File: config.mk
export PLATFORM = sky130hd
export DESIGN_NAME = sdram_bytemask_dp
export DESIGN_NICKNAME = d
export VERILOG_FILES = /design/src/rtl/sdram_bytemask_pkg.sv /design/src/rtl/sdram_bytemask_tail.sv /design/src/rtl/sdram_bytemask_ctrl.sv /design/src/rtl/sdram_bytemask_datapath.sv /design/src/rtl/sdram_bytemask_dp.sv
export SDC_FILE = /design/constraint.sdc
export NUM_CORES = 1
export LEC_CHECK = 0
export ABC_AREA = 1
export CORE_AREA = 2 2 54 56
export CTS_CLUSTER_SIZE = 28
export DETAILED_ROUTE_END_ITERATION = 8
export DIE_AREA = 0 0 56 58
export PLACE_DENSITY = 0.88
export SETUP_SLACK_MARGIN = 0.1
export SYNTH_ARGS = -nofsm -noshare
export SYNTH_HDL_FRONTEND = slang
export SYNTH_HIERARCHICAL = 1
export SYNTH_SLANG_ARGS = --single-unit
File: constraint.sdc
create_clock -name clk -period 1.6 [get_ports clk]
set_input_delay 0.24 -clock clk [delete_from_list [all_inputs] [get_ports clk]]
set_output_delay 0.24 -clock clk [all_outputs]
set_load 0.02 [all_outputs]
File: src/rtl/sdram_bytemask_pkg.sv
package sdram_bytemask_pkg;

  // Per-bank access state code
  typedef enum logic [1:0] {
    BANK_IDLE   = 2'b00,
    BANK_ACTIVE = 2'b01,
    BANK_WRITE  = 2'b10,
    BANK_READ   = 2'b11
  } bankCode_e;

  // Strobes from control to the byte lanes
  typedef struct packed {
    logic advance;   // clock enabled this cycle
    logic wrCycle;   // write data accepted this cycle
    logic rdCycle;   // read mask sampled this cycle
  } laneCtrl_t;

endpackage

File: src/rtl/sdram_bytemask_tail.sv
// Access-end counter: loads TAIL on an access cycle, counts down on
// enabled cycles, holds while the clock is suspended.
module sdram_bytemask_tail #(
  parameter int TAIL = 1
) (
  input  logic clk,
  input  logic rst,
  input  logic advance,
  input  logic load,
  output logic active
);
  localparam int CW = (TAIL < 1) ? 1 : $clog2(TAIL + 1);

  logic [CW-1:0] count;

  always_ff @(posedge clk) begin
    if (rst) begin
      count <= '0;
    end else if (advance) begin
      if (load)
        count <= CW'(TAIL);
      else if (count != '0)
        count <= count - CW'(1);
    end
  end

  assign active = (count != '0);
endmodule

File: src/rtl/sdram_bytemask_ctrl.sv
module sdram_bytemask_ctrl
  import sdram_bytemask_pkg::*;
#(
  parameter int NUM_BANKS = 2,
  parameter int WR_TAIL   = 1,
  parameter int RD_TAIL   = 2
) (
  input  logic                   clk,
  input  logic                   rst,
  input  logic                   clkEn,
  input  logic [2*NUM_BANKS-1:0] bankState,
  input  logic                   sleepReq,
  input  logic                   holdReq,
  output laneCtrl_t              laneCtrl,
  output logic                   accessBusy,
  output logic                   protoViol
);
  logic [NUM_BANKS-1:0] bankWr;
  logic [NUM_BANKS-1:0] bankRd;

  for (genvar i = 0; i < NUM_BANKS; i++) begin : g_bank
    assign bankWr[i] = (bankState[2*i +: 2] == BANK_WRITE);
    assign bankRd[i] = (bankState[2*i +: 2] == BANK_READ);
  end

  logic wrAny, rdAny, wrCycle, rdCycle;
  assign wrAny   = |bankWr;
  assign rdAny   = |bankRd;
  assign wrCycle = clkEn & wrAny;
  assign rdCycle = clkEn & rdAny;

  assign laneCtrl.advance = clkEn;
  assign laneCtrl.wrCycle = wrCycle;
  assign laneCtrl.rdCycle = rdCycle;

  logic wrTailActive, rdTailActive;

  sdram_bytemask_tail #(.TAIL(WR_TAIL)) u_wrTail (
    .clk(clk), .rst(rst), .advance(clkEn), .load(wrCycle), .active(wrTailActive)
  );

  sdram_bytemask_tail #(.TAIL(RD_TAIL)) u_rdTail (
    .clk(clk), .rst(rst), .advance(clkEn), .load(rdCycle), .active(rdTailActive)
  );

  assign accessBusy = wrAny | rdAny | wrTailActive | rdTailActive;

  // Request on the cycle right after the last write data-in cycle
  logic lastWasWrite;
  logic violNow;

  assign violNow = lastWasWrite & ~wrCycle & (sleepReq | holdReq);

  always_ff @(posedge clk) begin
    if (rst) begin
      lastWasWrite <= 1'b0;
      protoViol    <= 1'b0;
    end else begin
      lastWasWrite <= wrCycle;
      protoViol    <= violNow;
    end
  end
endmodule

File: src/rtl/sdram_bytemask_datapath.sv
module sdram_bytemask_datapath
  import sdram_bytemask_pkg::*;
#(
  parameter int DATA_W   = 16,
  parameter int READ_LAT = 2
) (
  input  logic                  clk,
  input  logic                  rst,
  input  laneCtrl_t             laneCtrl,
  input  logic [DATA_W/8-1:0]   maskIn,
  input  logic [DATA_W-1:0]     wrDataIn,
  input  logic [DATA_W-1:0]     arrRdData,
  output logic [DATA_W/8-1:0]   arrWrStrobe,
  output logic [DATA_W-1:0]     arrWrData,
  output logic [DATA_W-1:0]     rdDataOut,
  output logic [DATA_W/8-1:0]   rdOutEn
);
  localparam int NUM_BYTES = DATA_W / 8;

  for (genvar b = 0; b < NUM_BYTES; b++) begin : g_lane
    logic              laneStrobe;
    logic              laneEnNext;
    logic [READ_LAT-1:0] enPipe;

    // Write side acts in the same cycle
    assign laneStrobe       = laneCtrl.wrCycle & ~maskIn[b];
    assign arrWrStrobe[b]   = laneStrobe;
    assign arrWrData[8*b +: 8] = laneStrobe ? wrDataIn[8*b +: 8] : 8'h00;

    // Read side: enable travels READ_LAT enabled cycles, reset to masked
    assign laneEnNext = laneCtrl.rdCycle & ~maskIn[b];

    always_ff @(posedge clk) begin
      if (rst)
        enPipe <= '0;
      else if (laneCtrl.advance)
        enPipe <= READ_LAT'({enPipe, laneEnNext});
    end

    assign rdOutEn[b]          = enPipe[READ_LAT-1];
    assign rdDataOut[8*b +: 8] = enPipe[READ_LAT-1] ? arrRdData[8*b +: 8] : 8'h00;
  end
endmodule

File: src/rtl/sdram_bytemask_dp.sv
module sdram_bytemask_dp
  import sdram_bytemask_pkg::*;
#(
  parameter int DATA_W    = 16,
  parameter int NUM_BANKS = 2,
  parameter int READ_LAT  = 2,
  parameter int WR_TAIL   = 1,
  parameter int RD_TAIL   = READ_LAT
) (
  input  logic                   clk,
  input  logic                   rst,
  input  logic                   clkEn,
  input  logic [2*NUM_BANKS-1:0] bankState,
  input  logic [DATA_W/8-1:0]    maskIn,
  input  logic                   sleepReq,
  input  logic                   holdReq,
  input  logic [DATA_W-1:0]      wrDataIn,
  input  logic [DATA_W-1:0]      arrRdData,
  output logic [DATA_W/8-1:0]    arrWrStrobe,
  output logic [DATA_W-1:0]      arrWrData,
  output logic [DATA_W-1:0]      rdDataOut,
  output logic [DATA_W/8-1:0]    rdOutEn,
  output logic                   accessBusy,
  output logic                   protoViol
);
  laneCtrl_t laneCtrl;

  sdram_bytemask_ctrl #(
    .NUM_BANKS(NUM_BANKS), .WR_TAIL(WR_TAIL), .RD_TAIL(RD_TAIL)
  ) u_ctrl (
    .clk(clk), .rst(rst), .clkEn(clkEn), .bankState(bankState),
    .sleepReq(sleepReq), .holdReq(holdReq), .laneCtrl(laneCtrl),
    .accessBusy(accessBusy), .protoViol(protoViol)
  );

  sdram_bytemask_datapath #(
    .DATA_W(DATA_W), .READ_LAT(READ_LAT)
  ) u_dpath (
    .clk(clk), .rst(rst), .laneCtrl(laneCtrl), .maskIn(maskIn),
    .wrDataIn(wrDataIn), .arrRdData(arrRdData), .arrWrStrobe(arrWrStrobe),
    .arrWrData(arrWrData), .rdDataOut(rdDataOut), .rdOutEn(rdOutEn)
  );
endmodule

Yosys cells after proc, flatten, opt, wreduce, memory -nomap -nowiden --
Index checks and enable logic that the tools add are counted.
Word-level totals: bits of input ports 43, logic and storage cells 40, register bits 9, output and inout port bits 38
Cells by class: multiplexer cells 8, bitwise logic cells 15, reductions and logical operators 5, add/sub/neg operators 2, equality and inequality tests 4
Operator list (number):
- $mux W8 | 4
- $and A1 B1 Y1 | 8
- $eq A2 B2 Y1 const B | 4
- $mux W2 | 2
- $or A1 B1 Y1 | 4
- $reduce_bool A2 Y1 | 2
- $reduce_or A2 Y1 | 2
- $not A1 Y1 | 3
- $mux W1 | 2
- $reduce_and A2 Y1 | 1
- $sub A2 B1 Y2 const B | 1
- $sub A1 B1 Y1 const B | 1

Longest topological paths before layout --
Gate-level depths: netlist (run 1).
word-level depth 6, depth in mapped cells 9, mapped depth without buffers 9

Hierarchy --
Netlist (run 1), hierarchy kept.
Modules (own cells, without submodules):
- sdram_bytemask_datapath | cells each 94, area an instance 452.9 sq um, instances 1, seq. area each 80.1 sq um
- sdram_bytemask_ctrl | cells each 26, area an instance 153.9 sq um, instances 1, seq. area each 40.0 sq um
- sdram_bytemask_tail (u_ctrl.u_rdTail) | cells each 21, area an instance 127.6 sq um, instances 1, seq. area each 40.0 sq um
- sdram_bytemask_tail (u_ctrl.u_wrTail) | cells each 7, area an instance 45.0 sq um, instances 1, seq. area each 20.0 sq um

Least setup slack after synthesis (run 1) --
Ideal clock, no wire load.
path type input-to-output, from input bankState[2], to output arrWrData[0], stages on the path 8, buffers on the path 1, slack 360 ps, required time 1360 ps, data arrival time 1000 ps, cells stage by stage inv_1 -> nand2_1 -> nand2_2 -> nand2_2 -> inv_1 -> buf_4 -> nand2_2 -> nor2_1
On the way: cells in the longest elaborated chain, start to end 5
Ends and longest elaborated chain:
- from (decl) | RTL line sdram_bytemask_dp.sv:13 | input logic [2*NUM_BANKS-1:0] bankState,
- $eq A2 B2 Y1 | RTL line sdram_bytemask_ctrl.sv:22 | assign bankWr[i] = (bankState[2*i +: 2] == BANK_WRITE);
- $reduce_or A2 Y1 | RTL line sdram_bytemask_ctrl.sv:27 | assign wrAny = |bankWr;
- $and A1 B1 Y1 | RTL line sdram_bytemask_ctrl.sv:29 | assign wrCycle = clkEn & wrAny;
- net u_ctrl.wrCycle | RTL line sdram_bytemask_ctrl.sv:26 | logic wrAny, rdAny, wrCycle, rdCycle;
- $and A1 B1 Y1 | RTL line sdram_bytemask_datapath.sv:26 | assign laneStrobe = laneCtrl.wrCycle & ~maskIn[b];
- $mux W8 | RTL line sdram_bytemask_datapath.sv:28 | assign arrWrData[8*b +: 8] = laneStrobe ? wrDataIn[8*b +: 8] : 8'h00;
- to (decl) | RTL line sdram_bytemask_dp.sv:20 | output logic [DATA_W-1:0] arrWrData,
The timed path passes the listed nets, and every way through them passes these cells.

Worst setup path after layout (run 1) --
from input maskIn[1], to output arrWrData[15]
On the way: cells in the longest elaborated chain, start to end 3
Ends and longest elaborated chain:
- from (decl) | RTL line sdram_bytemask_dp.sv:14 | input logic [DATA_W/8-1:0] maskIn,
- $not A1 Y1 | RTL line sdram_bytemask_datapath.sv:26
- $and A1 B1 Y1 | RTL line sdram_bytemask_datapath.sv:26
- $mux W8 | RTL line sdram_bytemask_datapath.sv:28
No other way between the ends.

==> results of run 1 <==
-- area by class of cell --
| cell class | count | area share (%) |
|---|---|---|
| Timing Repair Buffer | 88 | 45.91 |
| Multi-Input combinational cell | 79 | 27.04 |
| Inverter | 53 | 12.45 |
| Sequential cell | 9 | 10.76 |
| Tap cell | 31 | 2.284 |
| Clock buffer | 4 | 1.548 |
-- cells in the mapped netlist --
cell and instances:
sky130_fd_sc_hd__nor2_2 2, sky130_fd_sc_hd__nand3_2 1, sky130_fd_sc_hd__inv_2 2, sky130_fd_sc_hd__nand2_1 31
sky130_fd_sc_hd__nand2_2 4, sky130_fd_sc_hd__nand3_1 1, sky130_fd_sc_hd__a21oi_1 3, sky130_fd_sc_hd__buf_4 9
sky130_fd_sc_hd__o21ai_1 4, sky130_fd_sc_hd__nor2_1 29, sky130_fd_sc_hd__dfxtp_1 9, sky130_fd_sc_hd__ha_1 1
sky130_fd_sc_hd__a21boi_0 1, sky130_fd_sc_hd__inv_1 51
-- routing by layer --
metal	vias up	track usage [%]
met3	2	5.357
met4	0	5.102
met5	-	0
met2	47	31.76
li1	570	-
met1	439	15.55
-- power by group through the flow --
| stage | sequential, mW | clock [mW] | combinational [mW] |
|---|---|---|---|
| floorplan | 0.249 | 0 | 0.160 |
| global route | 0.254 | 0.198 | 0.390 |
| finish | 0.251 | 0.170 | 0.356 |
| detailed placement | 0.256 | 0 | 0.341 |
| global placement | 0.255 | 0 | 0.334 |
| CTS | 0.252 | 0.181 | 0.326 |
-- stage by stage --
stage / area (µm²) / power [mW]
after CTS: 1573 / 0.7582
after floorplan: 779.5 / 0.4084
after detailed placement: 1604 / 0.5970
after global routing: 1698 / 0.8420
final: 1698 / 0.7776
after global placement: 1604 / 0.5895
-- how the worst max path moves through the flow --
stage / cells past startpoint / endpoint
2_1_floorplan: 8 / arrWrData[0]
3_3_place_gp: 8 / arrWrData[10]
3_5_place_dp: 8 / arrWrData[1]
4_1_cts: 6 / arrWrData[5]
5_1_grt: 5 / arrWrData[15]
6_report: 5 / arrWrData[15]
-- logic make-up (layout without fill, tap and decap cells) --
| family | Yosys count | in the layout | synth area share, % |
|---|---|---|---|
| AO/OA/AOI/OAI | 8 | 8 | 5.457 |
| AND/OR/NAND/NOR | 68 | 70 | 35.63 |
| buffers and inverters | 62 | 145 | 34.19 |
| adder cells (fa/ha/maj) | 1 | 1 | 1.605 |
| flip-flops | 9 | 9 | 23.11 |
-- sequential cells by signal (all words and copies together) (netlist names) --
register and flops:
u_ctrl/lastWasWrite 1, u_ctrl/protoViol 1, u_ctrl/u_rdTail/count 2, u_ctrl/u_wrTail/active 1, u_dpath/g_lane.enPipe 4
-- timing repair --
action	in CTS	in global routing
pin swaps	4	3
setup buffers	0	1
gates cloned	1	1
gates resized for setup	119	30
setup endpoints to repair	37	20
-- worst max-delay path, stage by stage --
cell and delay (ns):
sky130_fd_sc_hd__clkdlybuf4s50_1 0.39, sky130_fd_sc_hd__inv_1 0.22, sky130_fd_sc_hd__nand2_4 0.11, sky130_fd_sc_hd__nor2_2 0.09
sky130_fd_sc_hd__buf_4 0.14
==> parameters.txt, run 1 <==
Parameter                              Value

Pwr
  Total power divided by cell area    458.0 mW/mm²
  Worst vdd rail ir drop    between 0.4 and 0.5 mV
  Fraction of power spent switching nets    33.54%
  Net switching power of the design    0.2608 mW
  Static leakage    1.057 nW
  Portion of total power attributed to combinational logic    45.8%
  Fraction of power consumed by the clock network    a little over a fifth
  Register share of total power    32.3%
  Internal power summed over all cells    approximately 0.52 mW

Critical path
  Critical path endpoint category    output pin
  Reg-to-reg critical path startpoint    u_ctrl/u_rdTail/count[0]
  Reg2reg path depth    5
  Endpoint of the worst register-to-register path    u_ctrl/u_rdTail/count[1]
  Data arrival time at the worst-slack endpoint    around 1.2 ns
  Flop2flop setup slack    ~0.63 ns
  CP Class    in -> out
  Startpoint of the most critical setup path    maskIn[1]
  Largest driver fanout on the critical path    4
  Setup crit start kind    primary input
  Worst Path Required    1.36 ns

STA
  RSZ-0062 raised after global routing    no
  Max-slew violation total from the final report    0
  Ratio of final minimum period to clock period    90.52%
  Number of hold violations in the final report    0
  Setup clock skew after layout    between 0.0001 and 0.00015 ns
  Worst hold-check slack    roughly 0.43 ns
  Minimum clock period    1.448 ns
  Final setup violation count    0
  Summed negative setup slack over all endpoints    0 ns
  PnR worst setup slack    around 0.15 ns
  Least-Margin Pin Slew    between 0.2 and 0.3 ns
  Highest clock rate    0.6904 GHz
  Worst slew margin relative to its limit    about 80%

Floorplanning
  Core outline area    around 0.0027 mm²
  Total die area    between 0.003 and 0.004 mm²
  Floorplan row count    19
  Starting Density    between 20 and 30%
  IO Count    81
  Die height    a little under 60 µm
  Width of the die    56 µm

Drt
  Number of search-and-repair iterations in the first detailed-routing pass    4
  Routed wl met2    about 1400 µm
  Number of design-rule violations left by the first detailed-router iteration    slightly above 40
  Post-route DRC    0
  Count of vias placed by the detailed router    roughly 1100
  Total Wirelength    2527 µm
  Antenna Nets Post-Route    0
  Via count normalized by instance count    4.008
  DR WL/cell    roughly 9.6 µm
  WL met3    ~190 µm
  Highest layer used for signal routing    met4
  Detailed-route wire length on metal 1    just over 900 µm

Synthesis
  Portion of synthesized cell area occupied by the leading cell type    between 20% and 30%
  Sequential share of the synthesized area    a little under a quarter
  Netlist area before placement    about 780 µm²
  FF+latch count, synth    9
  Largest cells by area after synthesis    sky130_fd_sc_hd__inv_1 (25%), sky130_fd_sc_hd__dfxtp_1 (23%), sky130_fd_sc_hd__nand2_1 (15%)
  Cell type with the largest total area after synthesis    sky130_fd_sc_hd__inv_1
  Per-instance average area after synthesis    approximately 5.3 µm²
  Ys Warns    6
  Number of distinct library cells after synthesis    14
  Syn_nets    about 190
  Syn Inst Count    between 100 and 150

GRT
  Vias in the first global route    a little over 1000
  Largest net degree at the start of global routing    13
  Leftover overflow at the end of global routing    0
  First-pass GRT wire length    around 4200 µm
  GRT Overall Usage    between 10% and 20%
  Antenna violations before repair    0

Finish
  Area of the multi-input gates    about 460 µm²
  Most common library cell in the layout ignoring fill and taps    sky130_fd_sc_hd__inv_1
  # nets final    roughly 280
  Filler-free cell count of the finished design    about 260
  Fillers    roughly 250
  Final design utilization    63.77%
  Ratio of cells with drive above 1 in the final layout    ~26%
  Footprint of the flip-flops and latches    182.7 µm²
  Leading cell types in the layout, fill and taps excluded    sky130_fd_sc_hd__inv_1 (49), sky130_fd_sc_hd__clkdlybuf4s50_1 (38), sky130_fd_sc_hd__nand2_1 (31)
  Growth of design area from synthesis to finish    117.8%
  Ant diodes    0

Placement
  PortBufs    80
  Gp weighted congestion    roughly 0.73
  Post-DP HPWL    roughly 2000 µm
  Placed cell count    ~260
  Setup WS pre-CTS    -0.5794 ns

Worst hold path
  Min-Delay Startpoint    clkEn
  Number of cells on the worst hold path    4
  HP Class    in -> reg
  End point of the worst hold path    u_ctrl/lastWasWrite

Clocking
  Clock root buffer    sky130_fd_sc_hd__clkbuf_4
  Clock input transition at the sequential cells of the worst setup and hold paths    0.06 ns
  Buffer depth of the longest clock path    2
  Clock tree from TritonCTS    done
  Clk sinks    9
  Deepest level of the CTS H-tree    1
  Clock buffers created by TritonCTS    3
  Cts hold-fix bufs    0
  Insertion delay to the later sink of the worst-skew pair    about 0.25 ns

Outcome
  Outcome    finished clean

Job
  Max-capacitance violation count    0
No activity file was read; power rests on OpenSTA's default activity.
==> run 2, diff against run 1 <==
--- a/config.mk
+++ b/config.mk
@@ -6,11 +6,11 @@
 export NUM_CORES = 1
 export LEC_CHECK = 0
 export ABC_AREA = 1
-export CORE_AREA = 2 2 54 56
+export CORE_AREA = 2 2 55 57
 export CTS_CLUSTER_SIZE = 28
 export DETAILED_ROUTE_END_ITERATION = 8
-export DIE_AREA = 0 0 56 58
-export PLACE_DENSITY = 0.88
+export DIE_AREA = 0 0 57 59
+export PLACE_DENSITY = 0.86
 export SETUP_SLACK_MARGIN = 0.1
 export SYNTH_ARGS = -nofsm -noshare
 export SYNTH_HDL_FRONTEND = slang
==> run 2 against run 1 <==
Net effect: total power fell by 3.0%; global-route usage down 2.2 points; sequential share of layout area grew 0.55 points; non-clock buffer count is 2 higher; critical path depth grew 4; critical endpoint is now arrWrData[2]; highest routed layer is now met3; sequential power is essentially flat; core utilization fell by 4.2 points; flip-flop and latch count unchanged; critical path type unchanged.
==> parameters.txt, run 2 (synthesis results as in run 1) <==
Parameter                              Value

Outcome
  Outcome    finished clean

Drt
  Post-route DRC    0
  Number of design-rule violations left by the first detailed-router iteration    27
  Count of vias placed by the detailed router    1046
  Antenna Nets Post-Route    0
  Number of search-and-repair iterations in the first detailed-routing pass    4
  Via count normalized by instance count    roughly 4
  DR WL/cell    ~9.1 µm
  Total Wirelength    2409 µm

Critical path
  Critical path endpoint category    output pin
  Flop2flop setup slack    just over 0.6 ns
  Setup crit start kind    primary input
  Worst Path Required    1.36 ns
  Worst path top cell family by delay    buffers and inverters
  CP bufs+invs    4
  Endpoint of the worst register-to-register path    u_ctrl/u_rdTail/count[1]
  Largest driver fanout on the critical path    9
  Reg2reg path depth    6
  Dominant cell type by count on the critical path    sky130_fd_sc_hd__nand2_2
  Slowest stage cell on the critical path    sky130_fd_sc_hd__dlygate4sd2_1
  Data arrival time at the worst-slack endpoint    about 1.2 ns
  Reg-to-reg critical path startpoint    u_ctrl/u_rdTail/count[0]
  Chain of cells forming the critical path    dlygate4sd2_1 > inv_1 > nand2_1 > nand2_2 > nand2_2 > clkinv_4 > nand2_8 > nor2_1 > buf_4
  Maximum cell stage delay along the critical path    0.24 ns
  CP Class    in -> out

Finish
  Leading cell types in the layout, fill and taps excluded    sky130_fd_sc_hd__inv_1 (50), sky130_fd_sc_hd__clkdlybuf4s50_1 (38), sky130_fd_sc_hd__nand2_1 (31)
  Fillers    278
  Ratio of cells with drive above 1 in the final layout    between 20% and 30%
  Footprint of the flip-flops and latches    around 180 µm²
  Growth of design area from synthesis to finish    107.2%
  # nets final    278
  Ant diodes    0
  Leading registers by flop count    u_dpath/g_lane.enPipe (4), u_ctrl/u_rdTail/count (2)
  Flip-flop count of the largest register, all copies and words added    4
  Final design utilization    roughly 60%
  Filler-free cell count of the finished design    ~260
  Most common library cell in the layout ignoring fill and taps    sky130_fd_sc_hd__inv_1
  Area of the multi-input gates    between 300 and 400 µm²
  Register bank with the most flops    u_dpath/g_lane.enPipe

Clocking
  Insertion delay to the later sink of the worst-skew pair    0.25 ns
  Clock buffers created by TritonCTS    3
  Deepest level of the CTS H-tree    1
  Clock root buffer    sky130_fd_sc_hd__clkbuf_4
  Clock tree from TritonCTS    done
  Clk sinks    9
  Buffer depth of the longest clock path    2
  Clock input transition at the sequential cells of the worst setup and hold paths    about 0.06 ns

STA
  Ratio of final minimum period to clock period    around nine tenths
  Minimum clock period    about 1.4 ns
  Max-slew violation total from the final report    0
  Least-Margin Pin Slew    between 0.2 and 0.3 ns
  Highest clock rate    between 0.7 and 0.8 GHz
  Setup clock skew after layout    0.0005693 ns
  Number of hold violations in the final report    0
  PnR worst setup slack    ~0.18 ns
  RSZ-0062 raised after global routing    yes
  Final setup violation count    0
  Worst hold-check slack    between 0.4 and 0.5 ns
  Worst slew margin relative to its limit    between 80% and 90%

Worst hold path
  End point of the worst hold path    u_ctrl/protoViol
  HP Class    reg -> reg
  Number of cells on the worst hold path    4
  Min-Delay Startpoint    u_ctrl/lastWasWrite

Placement
  Gp weighted congestion    0.7680
  Placed cell count    approximately 260
  PortBufs    80
  Setup WS pre-CTS    -0.5696 ns
  Post-DP HPWL    between 2000 and 2500 µm

Floorplanning
  IO Count    81
  Starting Density    between 20% and 30%
  Total die area    around 0.0034 mm²
  Core outline area    ~0.0027 mm²
  Width of the die    57 µm
  Die height    around 59 µm
  Floorplan row count    19

Pwr
  Total power divided by cell area    approximately 470 mW/mm²
  Overall power consumption    0.7542 mW
  Static leakage    1.040 nW
  Worst vdd rail ir drop    0.6840 mV

GRT
  Largest net degree at the start of global routing    13
  Antenna violations before repair    0
  Leftover overflow at the end of global routing    0
  Vias in the first global route    slightly above 900
  GRT Overall Usage    13.79%
  First-pass GRT wire length    roughly 3700 µm

Job
  Max-capacitance violation count    0
-- run 2: how the worst max path moves through the flow --
stage          depth (start not counted)  slack, ns          from              to
4_1_cts                                9       0.14  bankState[2]  arrWrStrobe[1]
3_3_place_gp                           8      -0.56  bankState[3]   arrWrData[10]
2_1_floorplan                          8       0.36  bankState[2]    arrWrData[0]
6_report                               9       0.18  bankState[2]    arrWrData[2]
3_5_place_dp                           8      -0.57  bankState[3]   arrWrData[10]
5_1_grt                                9       0.09  bankState[0]   arrWrData[10]
-- run 2: layout make-up --
type                       count  area share (%)
multi-input combinational     77           23.70
tap                           31           2.401
clock buffer                   4           1.627
inverter                      53           12.63
sequential                     9           11.31
timing repair buffer          90           48.33
-- run 2: worst reg2reg max path: stages, from the launching register on --
cell and delay, ns:
sky130_fd_sc_hd__dfxtp_1 0.33, sky130_fd_sc_hd__inv_1 0.06, sky130_fd_sc_hd__ha_1 0.21, sky130_fd_sc_hd__inv_2 0.07, sky130_fd_sc_hd__nand3_2 0.08, sky130_fd_sc_hd__nor2_1 0.09
sky130_fd_sc_hd__nor2_1 0.05
-- run 2: layer usage --
metal	part of all wire [%]	GRT usage [%]	vias up	routed length, µm
met5	0	0	-	0
met3	9.6	5.677	0	231
li1	-	-	567	-
met2	54	28.74	44	1296
met1	37	12.90	435	881
met4	0	0.9967	0	0
-- run 2: where the power goes --
group | switching (mW) | total [mW] | internal [mW] | leakage, nW
Clock | 0.0747 | 0.170 | 0.0958 | 0.0150
Sequential | 0.0120 | 0.252 | 0.239 | 0.0747
Combinational | 0.156 | 0.332 | 0.176 | 0.950
Total | 0.243 | 0.754 | 0.511 | 1.04
-- run 2: stage by stage --
stage	TNS, ns	cell area (µm²)
after floorplan	0	779.5
after global placement	-10.16	1604
after detailed placement	-10.59	1604
after CTS	0	1568
after global routing	0	1615
final	0	1615
-- run 2: repair_timing --
item / CTS / global route
pin swaps: 3 / 0
endpoints found under the setup margin: 37 / 14
hold buffers: 0 / 0
resized for setup: 110 / 17
buffers inserted: 2 / 1
==> run 3, diff against run 2 <==
--- a/config.mk
+++ b/config.mk
@@ -6,13 +6,13 @@
 export NUM_CORES = 1
 export LEC_CHECK = 0
 export ABC_AREA = 1
-export CORE_AREA = 2 2 55 57
+export CORE_AREA = 2 2 53 55
 export CTS_CLUSTER_SIZE = 28
 export DETAILED_ROUTE_END_ITERATION = 8
-export DIE_AREA = 0 0 57 59
-export PLACE_DENSITY = 0.86
+export DIE_AREA = 0 0 55 57
+export PLACE_DENSITY = 0.88
 export SETUP_SLACK_MARGIN = 0.1
+export SKIP_CTS_REPAIR_TIMING = 1
 export SYNTH_ARGS = -nofsm -noshare
 export SYNTH_HDL_FRONTEND = slang
-export SYNTH_HIERARCHICAL = 1
 export SYNTH_SLANG_ARGS = --single-unit
==> run 3 against run 2 <==
Net effect: via count decreased by 1.1%; wire length is 0.25% lower; die area shrank 6.8%; sequential power is 2% lower; global-route usage is 0.60 points lower; largest power group unchanged; largest cell class unchanged; count of clock-buffer cells in the layout unchanged; clock power about the same; register-to-register slack got worse by 0.04 ns; cell count down 5.7%; combinational power shrank 5%; first-iteration DRC count decreased by 26%; core utilization is 2.1 points higher.
==> parameters.txt, run 3 <==
Parameter                              Value

STA
  RSZ-0062 raised after global routing    no
  Final setup violation count    0
  Max-slew violation total from the final report    0
  Highest clock rate    around 0.68 GHz
  Minimum clock period    between 1 and 1.5 ns
  Least-Margin Pin Slew    0.3920 ns
  Setup clock skew after layout    between 0.00008 and 0.00009 ns
  Number of hold violations in the final report    0
  Worst slew margin relative to its limit    73.82%
  PnR worst setup slack    approximately 0.13 ns
  Ratio of final minimum period to clock period    92.16%

GRT
  Vias in the first global route    a little over 800
  Antenna violations before repair    0
  Leftover overflow at the end of global routing    0
  First-pass GRT wire length    around 3100 µm
  Largest net degree at the start of global routing    11
  GRT Overall Usage    13.19%

Finish
  Growth of design area from synthesis to finish    125.1%
  # nets final    between 200 and 300
  Most common library cell in the layout ignoring fill and taps    sky130_fd_sc_hd__inv_1
  Ant diodes    0
  Leading registers by flop count    u_dpath.g_lane.enPipe (4), u_ctrl.u_rdTail.count (2)
  Ratio of cells with drive above 1 in the final layout    between 10% and 20%
  Register bank with the most flops    u_dpath.g_lane.enPipe
  Flip-flop count of the largest register, all copies and words added    4
  Leading cell types in the layout, fill and taps excluded    sky130_fd_sc_hd__inv_1 (45), sky130_fd_sc_hd__clkdlybuf4s50_1 (38), sky130_fd_sc_hd__nand2_1 (28)
  Final design utilization    between 60 and 70%
  Fillers    between 200 and 300

Synthesis
  FF+latch count, synth    9
  Post-Synth Simple-Gate Area    35.78%
  Syn_nets    approximately 180
  Compound-gate portion of the synthesized area    7.330%
  Top FF cell, synth    sky130_fd_sc_hd__dfxtp_1
  Main combinational cell family by area after synthesis    simple AND/OR/NAND/NOR gates
  Fraction of registers with async set/reset    0%
  Cell type with the largest total area after synthesis    sky130_fd_sc_hd__dfxtp_1
  Syn Inst Count    around 130
  Parity-gate share of the synthesized area counting xor and xnor cells    0%
  Number of distinct library cells after synthesis    15
  Netlist area before placement    approximately 720 µm²
  Post-synthesis share of cell area spent on full adders, half adders and majority gates    ~1.7%
  Sequential share of the synthesized area    around 25%
  Per-instance average area after synthesis    5.431 µm²
  Number of synthesized flops with an enable pin    0
  Largest cells by area after synthesis    sky130_fd_sc_hd__dfxtp_1 (25%), sky130_fd_sc_hd__inv_1 (24%), sky130_fd_sc_hd__nand2_1 (15%)
  Most frequent cells after synthesis    sky130_fd_sc_hd__inv_1 (46), sky130_fd_sc_hd__nand2_1 (28), sky130_fd_sc_hd__nor2_1 (24)
  Top-count cell post-synth    sky130_fd_sc_hd__inv_1
  Mux cell area share after synthesis    0%
  Ys Warns    0
  Portion of synthesized cell area occupied by the leading cell type    about 25%

Drt
  DR WL/cell    between 9 and 10 µm
  Number of design-rule violations left by the first detailed-router iteration    20
  Total Wirelength    roughly 2400 µm
  Post-route DRC    0
  Via count normalized by instance count    roughly 4.2
  Antenna Nets Post-Route    0
  Count of vias placed by the detailed router    about 1000
  Number of search-and-repair iterations in the first detailed-routing pass    4

Critical path
  Maximum cell stage delay along the critical path    about 0.4 ns
  CP Class    in -> out
  CP bufs+invs    3
  Data arrival time at the worst-slack endpoint    ~1.2 ns
  Critical path endpoint category    output pin
  Worst path top cell family by delay    buffers and inverters
  Setup crit start kind    primary input
  Largest driver fanout on the critical path    4
  Slowest stage cell on the critical path    sky130_fd_sc_hd__clkdlybuf4s50_1
  Worst Path Required    ~1.4 ns
  Chain of cells forming the critical path    clkdlybuf4s50_1 > inv_1 > nand3_2 > nor2_1 > clkbuf_2

Clocking
  Insertion delay to the later sink of the worst-skew pair    about 0.25 ns
  Clock tree from TritonCTS    done
  Clock buffers created by TritonCTS    3
  Deepest level of the CTS H-tree    1
  Clock input transition at the sequential cells of the worst setup and hold paths    0.06 ns
  Buffer depth of the longest clock path    2
  Clk sinks    9
  Clock root buffer    sky130_fd_sc_hd__clkbuf_4

Pwr
  Internal power summed over all cells    0.5072 mW
  Static leakage    1.270 nW
  Net switching power of the design    roughly 0.23 mW
  Worst vdd rail ir drop    around 0.34 mV
  Fraction of power spent switching nets    31.07%
  Portion of total power attributed to combinational logic    around 43%
  Register share of total power    between 30% and 40%
  Fraction of power consumed by the clock network    a little under a quarter
  Total power divided by cell area    455.9 mW/mm²

Worst hold path
  HP Class    reg -> reg

Job
  Max-capacitance violation count    0

Outcome
  Outcome    finished clean

Floorplanning
  Width of the die    55 µm
  Total die area    approximately 0.0031 mm²
  Floorplan row count    19
  Die height    57 µm
  Starting Density    27.42%
  Core outline area    0.002615 mm²
  IO Count    between 80 and 90

Placement
  Setup WS pre-CTS    -0.5565 ns
  PortBufs    80
  Post-DP HPWL    ~1800 µm
  Gp weighted congestion    0.7529
## run 3: changes by cell type in the layout (fill, tap and decap cells not counted), sizes merged, moves of 2 or more
cell          change
nand3             +9
buf              -13
nand2             -7
inv               -6
clkbuf            +9
nor2              -7
dlygate4sd2      -23
dlymetal6s2s     +24
o21ai             -2
## run 3: routing by layer
metal / share of wire [%] / wire (µm) / global-route usage (%)
met1: 33 / 784 / 13.84
met2: 51 / 1219 / 23.64
met3: 16 / 385 / 3.927
met4: 0.54 / 13 / 5.226
met5: 0 / 0 / 0
## run 3: final cells by class
cell class / instances / area [µm²] / area share, %
inverter: 46 / 172.7 / 10.70
tap: 31 / 38.79 / 2.403
clock buffer: 4 / 26.28 / 1.628
multi-input combinational: 72 / 356.6 / 22.09
timing repair buffer: 87 / 837.1 / 51.86
sequential: 9 / 182.7 / 11.32
## run 3: path summary, 6_finish.rpt
path                            start                       end  slack (ns)  cells past startpoint
max                         maskIn[0]              arrWrData[4]        0.13                      5
min               u_ctrl.lastWasWrite          u_ctrl.protoViol        0.47                      2
max reg2reg  u_ctrl.u_rdTail.count[0]  u_ctrl.u_rdTail.count[1]        0.58                      7
min reg2reg       u_ctrl.lastWasWrite          u_ctrl.protoViol        0.47                      2
## run 3: cells by family after synthesis
group,count (synthesis)
AOI/OAI and AO/OA,7
adders and majority gates,1
DFF,9
and+or+nand+nor,62
buffers and inverters,53
## run 3: per-stage QoR
stage | power, mW | hold slack (ns) | area, µm² | setup TNS (ns) | instances
4_1_cts | 0.7498 | 0.4644 | 1593 | -12.66 | 247
2_1_floorplan | 0.3851 | 0.3091 | 716.9 | 0 | 132
6_report | 0.7358 | 0.4652 | 1614 | 0 | 249
3_5_place_dp | 0.5762 | 0.4559 | 1567 | -10.77 | 243
5_1_grt | 0.7959 | 0.4677 | 1614 | 0 | 249
3_3_place_gp | 0.5712 | 0.4523 | 1567 | -10.42 | 243
## run 3: power by group through the flow
stage	Combinational [mW]	Sequential [mW]	Clock, mW
2_1_floorplan	0.139	0.246	0
3_3_place_gp	0.319	0.252	0
3_5_place_dp	0.324	0.252	0
4_1_cts	0.325	0.247	0.178
5_1_grt	0.350	0.249	0.197
6_report	0.317	0.248	0.171
## run 3: worst min-delay path, stage by stage (launching register included)
cell                       delay, ns
sky130_fd_sc_hd__dfxtp_1        0.30
sky130_fd_sc_hd__o211ai_1       0.08
sky130_fd_sc_hd__a21oi_1        0.04
